`config.mk`:
```
export PLATFORM = sky130hd
export DESIGN_NAME = bus_addr_slave
export DESIGN_NICKNAME = d
export VERILOG_FILES = /design/src/rtl/busslv_pkg.sv /design/src/rtl/line_watch.sv /design/src/rtl/addr_shift.sv /design/src/rtl/ack_ctrl.sv /design/src/rtl/bus_addr_slave.sv
export SDC_FILE = /design/constraint.sdc
export NUM_CORES = 1
export LEC_CHECK = 0
export BUFFER_PORTS_ARGS = -buffer_cell sky130_fd_sc_hd__buf_2
export CAP_MARGIN = 20
export CORE_ASPECT_RATIO = 1.1
export CORE_MARGIN = 2
export CORE_UTILIZATION = 44
export CTS_CLUSTER_SIZE = 20
export DETAILED_ROUTE_END_ITERATION = 10
export PLACE_DENSITY = 0.73
export SYNTH_ARGS = -nofsm -noshare
export SYNTH_HDL_FRONTEND = slang
export SYNTH_SLANG_ARGS = --single-unit
```
`constraint.sdc`:
```
create_clock -name clk -period 3.06 [get_ports clk]
set_input_delay 0.612 -clock clk [delete_from_list [all_inputs] [get_ports clk]]
set_output_delay 0.612 -clock clk [all_outputs]
set_load 0.01 [all_outputs]
```
`src/rtl/busslv_pkg.sv`:
```
package busslv_pkg;

  typedef enum logic [1:0] {
    PH_IDLE = 2'd0,
    PH_ADDR = 2'd1,
    PH_ACK  = 2'd2,
    PH_SKIP = 2'd3
  } phase_t;

  typedef struct packed {
    logic start;
    logic stop;
    logic rise;
    logic fall;
  } line_evt_t;

endpackage

```
`src/rtl/line_watch.sv`:
```
module line_watch
  import busslv_pkg::*;
(
  input  logic      clk,
  input  logic      rst_n,
  input  logic      scl_in,
  input  logic      sda_in,
  output line_evt_t evt
);

  logic scl_q;
  logic sda_q;

  // idle bus level is high on both lines
  always_ff @(posedge clk or negedge rst_n) begin
    if (!rst_n) begin
      scl_q <= 1'b1;
      sda_q <= 1'b1;
    end else begin
      scl_q <= scl_in;
      sda_q <= sda_in;
    end
  end

  always_comb begin
    evt.start = scl_q & scl_in & sda_q & ~sda_in;
    evt.stop  = scl_q & scl_in & ~sda_q & sda_in;
    evt.rise  = ~scl_q & scl_in;
    evt.fall  = scl_q & ~scl_in;
  end

endmodule

```
`src/rtl/addr_shift.sv`:
```
module addr_shift #(
  parameter int FRAME_W = 8
) (
  input  logic               clk,
  input  logic               rst_n,
  input  logic               clear,
  input  logic               shift_en,
  input  logic               sda_in,
  output logic [FRAME_W-1:0] frame,
  output logic               full
);

  localparam int CNT_W = $clog2(FRAME_W + 1);
  localparam logic [CNT_W-1:0] CNT_FULL = CNT_W'(FRAME_W);

  logic [CNT_W-1:0] bit_cnt;

  always_ff @(posedge clk or negedge rst_n) begin
    if (!rst_n) begin
      frame   <= '0;
      bit_cnt <= '0;
    end else if (clear) begin
      frame   <= '0;
      bit_cnt <= '0;
    end else if (shift_en && !full) begin
      frame   <= {frame[FRAME_W-2:0], sda_in};
      bit_cnt <= bit_cnt + 1'b1;
    end
  end

  assign full = (bit_cnt == CNT_FULL);

  // never more bits collected than a frame holds
  p_cnt_bound_r3: assert property (@(posedge clk) disable iff (!rst_n)
    bit_cnt <= CNT_FULL);

  // a restart empties the collector on the next cycle
  p_clear_empty_r9: assert property (@(posedge clk) disable iff (!rst_n)
    clear |=> (bit_cnt == '0));

endmodule

```
`src/rtl/ack_ctrl.sv`:
```
module ack_ctrl
  import busslv_pkg::*;
#(
  parameter int PREFIX_W = 4,
  parameter int MEMBER_W = 3
) (
  input  logic                         clk,
  input  logic                         rst_n,
  input  line_evt_t                    evt,
  input  logic [PREFIX_W+MEMBER_W:0]   frame,
  input  logic                         full,
  input  logic [PREFIX_W-1:0]          grp_prefix,
  input  logic [MEMBER_W-1:0]          member_id,
  output logic                         shift_clr,
  output logic                         shift_en,
  output logic                         sda_pull,
  output logic                         match_pulse,
  output logic                         dir_read
);

  localparam int ADDR_W  = PREFIX_W + MEMBER_W;
  localparam int FRAME_W = ADDR_W + 1;

  phase_t phase;
  logic   addr_hit;
  logic   decide;

  function automatic logic own_addr(input logic [FRAME_W-1:0] f,
                                    input logic [PREFIX_W-1:0] pfx,
                                    input logic [MEMBER_W-1:0] mem);
    return f[FRAME_W-1:1] == {pfx, mem};
  endfunction

  assign addr_hit  = own_addr(frame, grp_prefix, member_id);
  assign decide    = (phase == PH_ADDR) && evt.fall && full;
  assign shift_clr = evt.start;
  assign shift_en  = (phase == PH_ADDR) && evt.rise;

  always_ff @(posedge clk or negedge rst_n) begin
    if (!rst_n) begin
      phase       <= PH_IDLE;
      sda_pull    <= 1'b0;
      match_pulse <= 1'b0;
      dir_read    <= 1'b0;
    end else begin
      match_pulse <= 1'b0;
      if (evt.start) begin
        phase    <= PH_ADDR;
        sda_pull <= 1'b0;
      end else if (evt.stop) begin
        phase    <= PH_IDLE;
        sda_pull <= 1'b0;
      end else begin
        case (phase)
          PH_ADDR: begin
            if (decide) begin
              if (addr_hit) begin
                phase       <= PH_ACK;
                sda_pull    <= 1'b1;
                match_pulse <= 1'b1;
                dir_read    <= frame[0];
              end else begin
                phase <= PH_SKIP;
              end
            end
          end
          PH_ACK: begin
            if (evt.fall) begin
              sda_pull <= 1'b0;
              phase    <= PH_SKIP;
            end
          end
          default: ;
        endcase
      end
    end
  end

  // strobe lasts one cycle
  p_pulse_single_r7: assert property (@(posedge clk) disable iff (!rst_n)
    match_pulse |=> !match_pulse);

  // strobe coincides with the acknowledge pull
  p_pulse_drive_r7: assert property (@(posedge clk) disable iff (!rst_n)
    match_pulse |-> sda_pull);

  // pull only begins right after an SCL falling edge
  p_onset_fall_r5: assert property (@(posedge clk) disable iff (!rst_n)
    $rose(sda_pull) |-> $past(evt.fall));

  // acknowledge clock ending releases the line
  p_release_r5: assert property (@(posedge clk) disable iff (!rst_n)
    (phase == PH_ACK && evt.fall) |=> !sda_pull);

  // no pull outside the acknowledge phase
  p_quiet_r6: assert property (@(posedge clk) disable iff (!rst_n)
    (phase == PH_IDLE || phase == PH_SKIP) |-> !sda_pull);

  // stop returns to idle
  p_stop_idle_r8: assert property (@(posedge clk) disable iff (!rst_n)
    evt.stop |=> (phase == PH_IDLE && !sda_pull));

  // any start restarts address reception
  p_start_addr_r9: assert property (@(posedge clk) disable iff (!rst_n)
    evt.start |=> (phase == PH_ADDR && !sda_pull));

endmodule

```
`src/rtl/bus_addr_slave.sv`:
```
module bus_addr_slave
  import busslv_pkg::*;
#(
  parameter int PREFIX_W = 4,
  parameter int MEMBER_W = 3
) (
  input  logic                clk,
  input  logic                rst_n,
  input  logic                scl_in,
  input  logic                sda_in,
  input  logic [PREFIX_W-1:0] grp_prefix,
  input  logic [MEMBER_W-1:0] member_id,
  output logic                sda_pull,
  output logic                match_pulse,
  output logic                dir_read
);

  localparam int FRAME_W = PREFIX_W + MEMBER_W + 1;

  line_evt_t          evt;
  logic [FRAME_W-1:0] frame;
  logic               full;
  logic               shift_clr;
  logic               shift_en;

  line_watch u_watch (
    .clk    (clk),
    .rst_n  (rst_n),
    .scl_in (scl_in),
    .sda_in (sda_in),
    .evt    (evt)
  );

  addr_shift #(.FRAME_W(FRAME_W)) u_shift (
    .clk      (clk),
    .rst_n    (rst_n),
    .clear    (shift_clr),
    .shift_en (shift_en),
    .sda_in   (sda_in),
    .frame    (frame),
    .full     (full)
  );

  ack_ctrl #(.PREFIX_W(PREFIX_W), .MEMBER_W(MEMBER_W)) u_ctrl (
    .clk         (clk),
    .rst_n       (rst_n),
    .evt         (evt),
    .frame       (frame),
    .full        (full),
    .grp_prefix  (grp_prefix),
    .member_id   (member_id),
    .shift_clr   (shift_clr),
    .shift_en    (shift_en),
    .sda_pull    (sda_pull),
    .match_pulse (match_pulse),
    .dir_read    (dir_read)
  );

endmodule

```
==> metrics.txt, run 1 <==
status=finished clean; mux cell area share after synthesis=under 10%; Die H=54.4 um; final non-filler cell total=between 100 and 150; row count=18; WL/cell=between 10 and 15 um; CP endpoint=u_ctrl.dir_read; CTS max path bufs=2; post-CTS setup buffers=0; Clock Skew=around 0.0032 ns; largest net degree at the start of global routing=20; post-CTS resize count=0; CTS HTree Levels=1; # setup viols final=0; register clock-pin slew on the reported worst setup and hold paths=~0.10 ns; Hold Path Class=in2async; P per Cell Area=approximately 670 nW/um2; hpwl dp=1300 um; P&R area growth vs syn=10.9%; area share of xor/xnor cells in the synthesized design=around 12%; reg2reg start=u_shift.bit_cnt[0]; Cell Area, Synth=slightly above 1000 um2; post-synthesis compound-gate area fraction=9.35%; Overflow after GRT=0; Placeable Area=between 2000 and 2500 um2; number of flops mapped to enable cells by yosys=0; Fin. Hold Viols=0; Mapped Avg Cell Area=10.6 um2; TritonRoute pass-1 iters=4; achievable clock frequency=between 0.5 and 0.6 GHz; Layout Nets=~120; WHS=about 0.24 ns; Routed WL=between 1500 and 2000 um; Synth cell types=32; max-slew violations=0; placed cell count=roughly 140; endpoint class of the critical path=flop; crit start category=flop; Req. time, crit path=~3.2 ns; Clk Tree Root Cell=clkbuf_4; width of the die=roughly 50 um; max_slew headroom=between 70 and 80%; Starting Density=between 40% and 50%; CTS Hold Bufs=0; Final period util=between 60% and 70%; RSZ-0062 raised after global routing=false; minimum clock period=around 2 ns; DRT iter0 DRCs=14; first-pass GRT wire length=a little over 3000 um; io pins=14; top_reg_cell synth=dfrtp_1; post-route cell area=about 1100 um2; Synth Area in Adders=2.46%; Synth Area in Simple Gates=between 20% and 30%; Final Util=just over 50%; port bufs=13; R2R setup slack=1.10 ns; Post-Synthesis Cells=96; GR Util All Layers=15.3%; setup TNS=0 ns; FFs w/ async S/R, synth=between 90% and 100%; # fillers=between 150 and 200; leak pwr=slightly above 0.5 nW; vias=between 700 and 800; Max-cap violations=0; largest family of logic cells by synthesized area=simple AND/OR/NAND/NOR gates; GP Congestion=~0.76; synth warn=0; Worst IR Drop VDD=~340 uV; CTS Buf Count=3; Crit Path Class=reg2reg; Tightest Pin Transition=roughly 0.42 ns; CP max FO=11; worst skew pair latency=0.29 ns; initial antenna violation count=0; area of the die=2710 um2; layout cell share with drive strength beyond 1=25.5%; sequential fraction of the synthesis area=between 40% and 50%; crit path DAT=2.14 ns; vias in the first global route=707; Sink Count=19; post-synthesis net count=109; #FFs+latches synth=19; antenna-violating nets left=0; Vias/cell=5.33; placed cell area=around 1100 um2; CTS tree=built; worst-case reg-to-reg path depth=6; Setup crit start=u_shift.bit_cnt[0]; remaining routing DRC violations=0; diode count=0; R2R Path End=u_ctrl.dir_read
synthesized netlist by cell type (2+ instances only):
master    count  area (um2)
a21oi_1       8        40.0
buf_2         2        10.0
buf_4         2        15.0
dfrtp_1      17         425
dfstp_2       2        52.6
ha_1          2        25.0
inv_1         4        15.0
nand2_1      13        48.8
nand3_1      11        55.1
nand3b_1      2        15.0
nor2_1        3        11.3
nor2b_1       2        12.5
xnor2_1       4        35.0
xnor2_2       4        65.1
xor2_1        3        26.3
routing by layer:
layer  vias to the layer above  global-route usage [%]  wire (um)
met5                         -                       0          0
met4                         0                    8.33          8
met3                         2                    2.73         80
met2                        15                    25.6        887
met1                       368                    19.2        751
li1                        361                       -          -
final cells by class:
cell class	instances	area (um2)	share of cell area, %
multi-input combinational	69	499	44.2
timing repair buffer	14	72.6	6.43
sequential	19	478	42.4
inverter	4	15.0	1.33
clock buffer	4	26.3	2.33
tap	30	37.5	3.33
stage by stage:
step | setup slack [ns] | power, mW
finish | 1.10 | 0.757
global route | 0.920 | 0.817
CTS | 1.08 | 0.767
detailed placement | 1.10 | 0.642
global placement | 1.20 | 0.629
floorplan | 1.50 | 0.585
critical path, cell delays in order (launching register included):
cell and delay, ns:
dfrtp_1 0.41, inv_1 0.10, ha_1 0.16, nand3b_1 0.29, nand3b_2 0.41, nor3_4 0.16, mux2_1 0.33
layout by cell type, fill, tap and decap left out, drive strengths merged, types with 2 or more instances in the layout:
| master | instances |
|---|---|
| xor2 | 3 |
| buf | 14 |
| a21oi | 8 |
| nand2 | 13 |
| inv | 4 |
| ha | 2 |
| dfstp | 2 |
| nand3b | 3 |
| nor2 | 3 |
| xnor2 | 8 |
| nand3 | 12 |
| clkbuf | 4 |
| nor2b | 2 |
| nand4 | 2 |
| dfrtp | 17 |
where the power goes:
group          switching, mW  leakage (nW)  internal [mW]
registers             0.0663         0.240          0.320
clock network         0.0725        0.0150         0.0507
logic                  0.128         0.259          0.120
flip-flops by register name (all words and copies together) (netlist names):
| signal | flops |
|---|---|
| u_shift.bit_cnt | 4 |
| u_shift.frame | 8 |
| u_watch.scl_q | 1 |
| u_ctrl.sda_pull | 1 |
| u_ctrl.match_pulse | 1 |
| u_ctrl.phase | 2 |
| u_ctrl.dir_read | 1 |
| u_watch.sda_q | 1 |
logic make-up (layout without fill, tap and decap cells):
kind of cell    Yosys count  in the layout
xor+xnor                 11             11
flops                    19             19
mux                       1              1
fa+ha+maj                 2              2
simple gates             40             40
buf+inv                   8             22
compound gates           15             15
worst min-delay path by stage:
stage / start / to / slack [ns]
final: rst_n / u_shift.bit_cnt[3] / 0.24
after floorplan: rst_n / u_ctrl.dir_read / 0.32
after CTS: rst_n / u_shift.bit_cnt[2] / 0.25
after detailed placement: u_ctrl.dir_read / u_ctrl.dir_read / 0.48
after global routing: rst_n / u_shift.bit_cnt[2] / 0.27
after global placement: u_ctrl.dir_read / u_ctrl.dir_read / 0.47
Note: power is estimated with default switching activity, not from simulation.
==> run 2: changes to the inputs <==
Settings changed: ABC_AREA set to 1, PLACE_DENSITY 0.73 to 0.75.
Clock period 3.06 ns to 1.6 ns, I/O delays scaled along.
==> metrics.txt, run 2 <==
Largest regs=u_shift.frame: 8 flops, u_shift.bit_cnt: 4 flops, u_ctrl.phase: 2 flops; worst skew pair latency=0.31 ns (+0.02 ns); minimum clock period=1.48 ns (-0.478 ns); top cells by area, synth=dfrtp_1 41%, nand2_1 9.8%, inv_1 6.9%, nand3_1 6.8%, dfstp_2 5.1%; CTS tree=built; Final Util=54.6% (+4.0 points); most numerous cell in the Yosys netlist=nand2_1; Cell Area, Synth=1030 um2 (+1.4%); sw frac=38.6% (+3.3 points); Clock Skew=0.00929 ns (+0.00613 ns); crit-path max cell delay=0.42 ns (about the same); port bufs=13 (unchanged); status=finished clean; R2R setup slack=0.12 ns (-0.98 ns); FFs w/ async S/R, synth=100% (unchanged); part of the power in the clock network=15.1% (-1.2 points); first-pass GRT wire length=3190 um (+3.1%); TritonRoute pass-1 iters=4 (unchanged); Worst IR Drop VDD=628 uV (+83%); leak pwr=0.611 nW (+19%); CTS Buf Count=3 (unchanged); area of the die=2750 um2 (+1.3%); CP max stage cell=dfrtp_1; DRT iter0 DRCs=24 (+10); Fin. Hold Viols=0 (unchanged); Starting Density=46.2% (+0.62 points); top_reg_cell synth=dfrtp_1; hpwl dp=1470 um (+14%); placed cell count=170 (+25%); Tightest Pin Transition=0.414 ns (-0.00806 ns); P_sw=0.639 mW (+140%); largest net degree at the start of global routing=20 (unchanged); Power Internal=1.02 mW (+110%); # setup viols final=0 (unchanged); most frequent cells in the layout=27 x nand2_1, 17 x inv_1, 17 x dfrtp_1, 14 x nand3_1, 13 x buf_2; final non-filler cell total=180 (+29%); fraction of power consumed by sequential logic=46.0% (-5.0 points); vias=873 (+17%); Sink Count=19 (unchanged); row count=18 (unchanged); commonest non-fill, non-tap cell in the layout=nand2_1; P&R area growth vs syn=18.1%; setup TNS=0 ns (unchanged); register clock-pin slew on the reported worst setup and hold paths=0.11 ns (about the same); cell repeated most along the worst path=nand2_1; Mapped Avg Cell Area=8.12 um2 (-23%); largest reg by FF count=u_shift.frame; crit path DAT=1.68 ns (-0.46 ns); crit-path cells=inv_2 -> ha_1 -> nand2_1 -> nor2_2 -> inv_2 -> nor3_2 -> nand3_1 -> nand2_1 -> nand2_1 -> nand2_1 -> nand2_1; Clk Tree Root Cell=clkbuf_4; achievable clock frequency=0.675 GHz (+32%); CP max FO=3 (-8); max FFs per register=8 (unchanged); remaining routing DRC violations=0 (unchanged); GP Congestion=0.829 (+8.4%); post-synthesis net count=140 (+28%); P per Cell Area=1360 nW/um2 (+100%); Worst Path Buf+Inv=2 (+1); crit start category=flop; cell family with most CP delay=simple AND/OR/NAND/NOR gates; Crit Path Class=reg2reg; endpoint class of the critical path=flop; Synth top area share=41.3% (-0.56 points); Post-synth top cells=27 x nand2_1, 19 x inv_1, 17 x dfrtp_1; Comb pwr share=38.9% (+6.1 points); max-slew violations=0 (unchanged); Synth cell types=22 (-31%); max_slew headroom=72.4% (+0.54 points); top cell type by total area after synthesis=dfrtp_1; Layout Nets=164 (+32%); vias in the first global route=783 (+11%); Final period util=92.6% (+29 points); Req. time, crit path=1.80 ns (-1.44 ns); number of flops mapped to enable cells by yosys=0 (unchanged); Post-Place Setup Slack=0.0731 ns (-1.02 ns); WL/cell=11.1 um (-9.7%); Hold Path Class=in2reg; #FFs+latches synth=19 (unchanged); layout cell share with drive strength beyond 1=24.7% (-0.79 points); CTS HTree Levels=1 (unchanged); Max-cap violations=0 (unchanged); fin worst setup slack=0.119 ns (-0.982 ns); Post-Synthesis Cells=127 (+32%); Placeable Area=2230 um2 (unchanged); io pins=14 (unchanged); Overflow after GRT=0 (unchanged); CTS max path bufs=2 (unchanged); initial antenna violation count=0 (unchanged); synth warn=0 (unchanged); Die H=54.8 um (+0.62%); antenna-violating nets left=0 (unchanged); sequential fraction of the synthesis area=46.4% (-0.63 points); Vias/cell=4.85 (-9.0%); GR Util All Layers=15.6% (+0.35 points); width of the die=50.2 um (+0.62%); diode count=0 (unchanged); Routed WL=2000 um (+16%)
==> run 2: cell count changes after synthesis, sizes merged, moves of 2 or more <==
cell,delta
a21oi,-5
buf,-3
inv,+17
nand2,+17
nand3,+3
nor2,+9
nor2b,-2
nor3,+2
o21ai,+9
xnor2,-5
xor2,-2
==> run 2: power groups by stage <==
stage	sequential (mW)	combinational (mW)	clock, mW
6_report	0.762	0.644	0.250
5_1_grt	0.786	0.739	0.278
4_1_cts	0.762	0.573	0.248
3_5_place_dp	0.773	0.568	0
3_3_place_gp	0.763	0.553	0
2_1_floorplan	0.752	0.441	0
==> run 2: logic make-up after synthesis <==
family | synth area share [%]
AO/OA/AOI/OAI | 8.49
adder cells (fa/ha/maj) | 2.43
AND/OR/NAND/NOR | 30.9
XOR/XNOR | 3.40
flip-flops | 46.4
buffers and inverters | 8.37
==> run 2: final cells by class <==
cell class / count / area [um2]
fill: 203 / 1010
sequential: 19 / 478
multi-input combinational: 86 / 474
timing repair buffer: 20 / 120
inverter: 21 / 81.3
tap: 30 / 37.5
clock buffer: 4 / 26.3
==> run 2: worst paths after layout <==
| path | start | end | cells past startpoint |
|---|---|---|---|
| max | u_shift.bit_cnt[0] | u_ctrl.sda_pull | 11 |
| min | sda_in | u_watch.sda_q | 1 |
| max reg2reg | u_shift.bit_cnt[0] | u_ctrl.sda_pull | 11 |
| min reg2reg | u_ctrl.sda_pull | u_ctrl.sda_pull | 2 |
| max in group asynchronous | rst_n | u_watch.sda_q | 2 |
| min in group asynchronous | rst_n | u_shift.frame[3] | 2 |
==> run 2: what timing repair did <==
item	in CTS	in global routing
gates resized for setup	0	5
setup endpoints to repair	0	7
buffers inserted	0	5
hold endpoints to repair	17	0
hold buffers	1	0
==> run 2: worst reg2reg max path, stage by stage (launching register included) <==
cell     delay, ns
dfrtp_1       0.42
inv_2         0.08
ha_1          0.14
nand2_1       0.06
nor2_2        0.14
inv_2         0.07
nor3_2        0.09
nand3_1       0.11
nand2_1       0.12
nand2_1       0.05
nand2_1       0.05
nand2_1       0.05
==> run 2: metrics by stage <==
stage | total power [mW] | instance area (um2) | hold WS [ns]
after global routing | 1.80 | 1220 | 0.123
after global placement | 1.32 | 1130 | 0.282
after detailed placement | 1.34 | 1130 | 0.281
final | 1.66 | 1220 | 0.142
after CTS | 1.58 | 1170 | 0.137
after floorplan | 1.19 | 1030 | 0.0244
==> run 2: per-layer routing <==
layer | part of all wire (%) | GRT usage [%] | up-vias | routed length (um)
met5 | 0 | 0 | - | 0
li1 | - | - | 451 | -
met3 | 4.3 | 2.46 | 2 | 86
met1 | 47 | 18.5 | 395 | 946
met2 | 47 | 27.9 | 25 | 936
met4 | 1.7 | 7.87 | 0 | 35
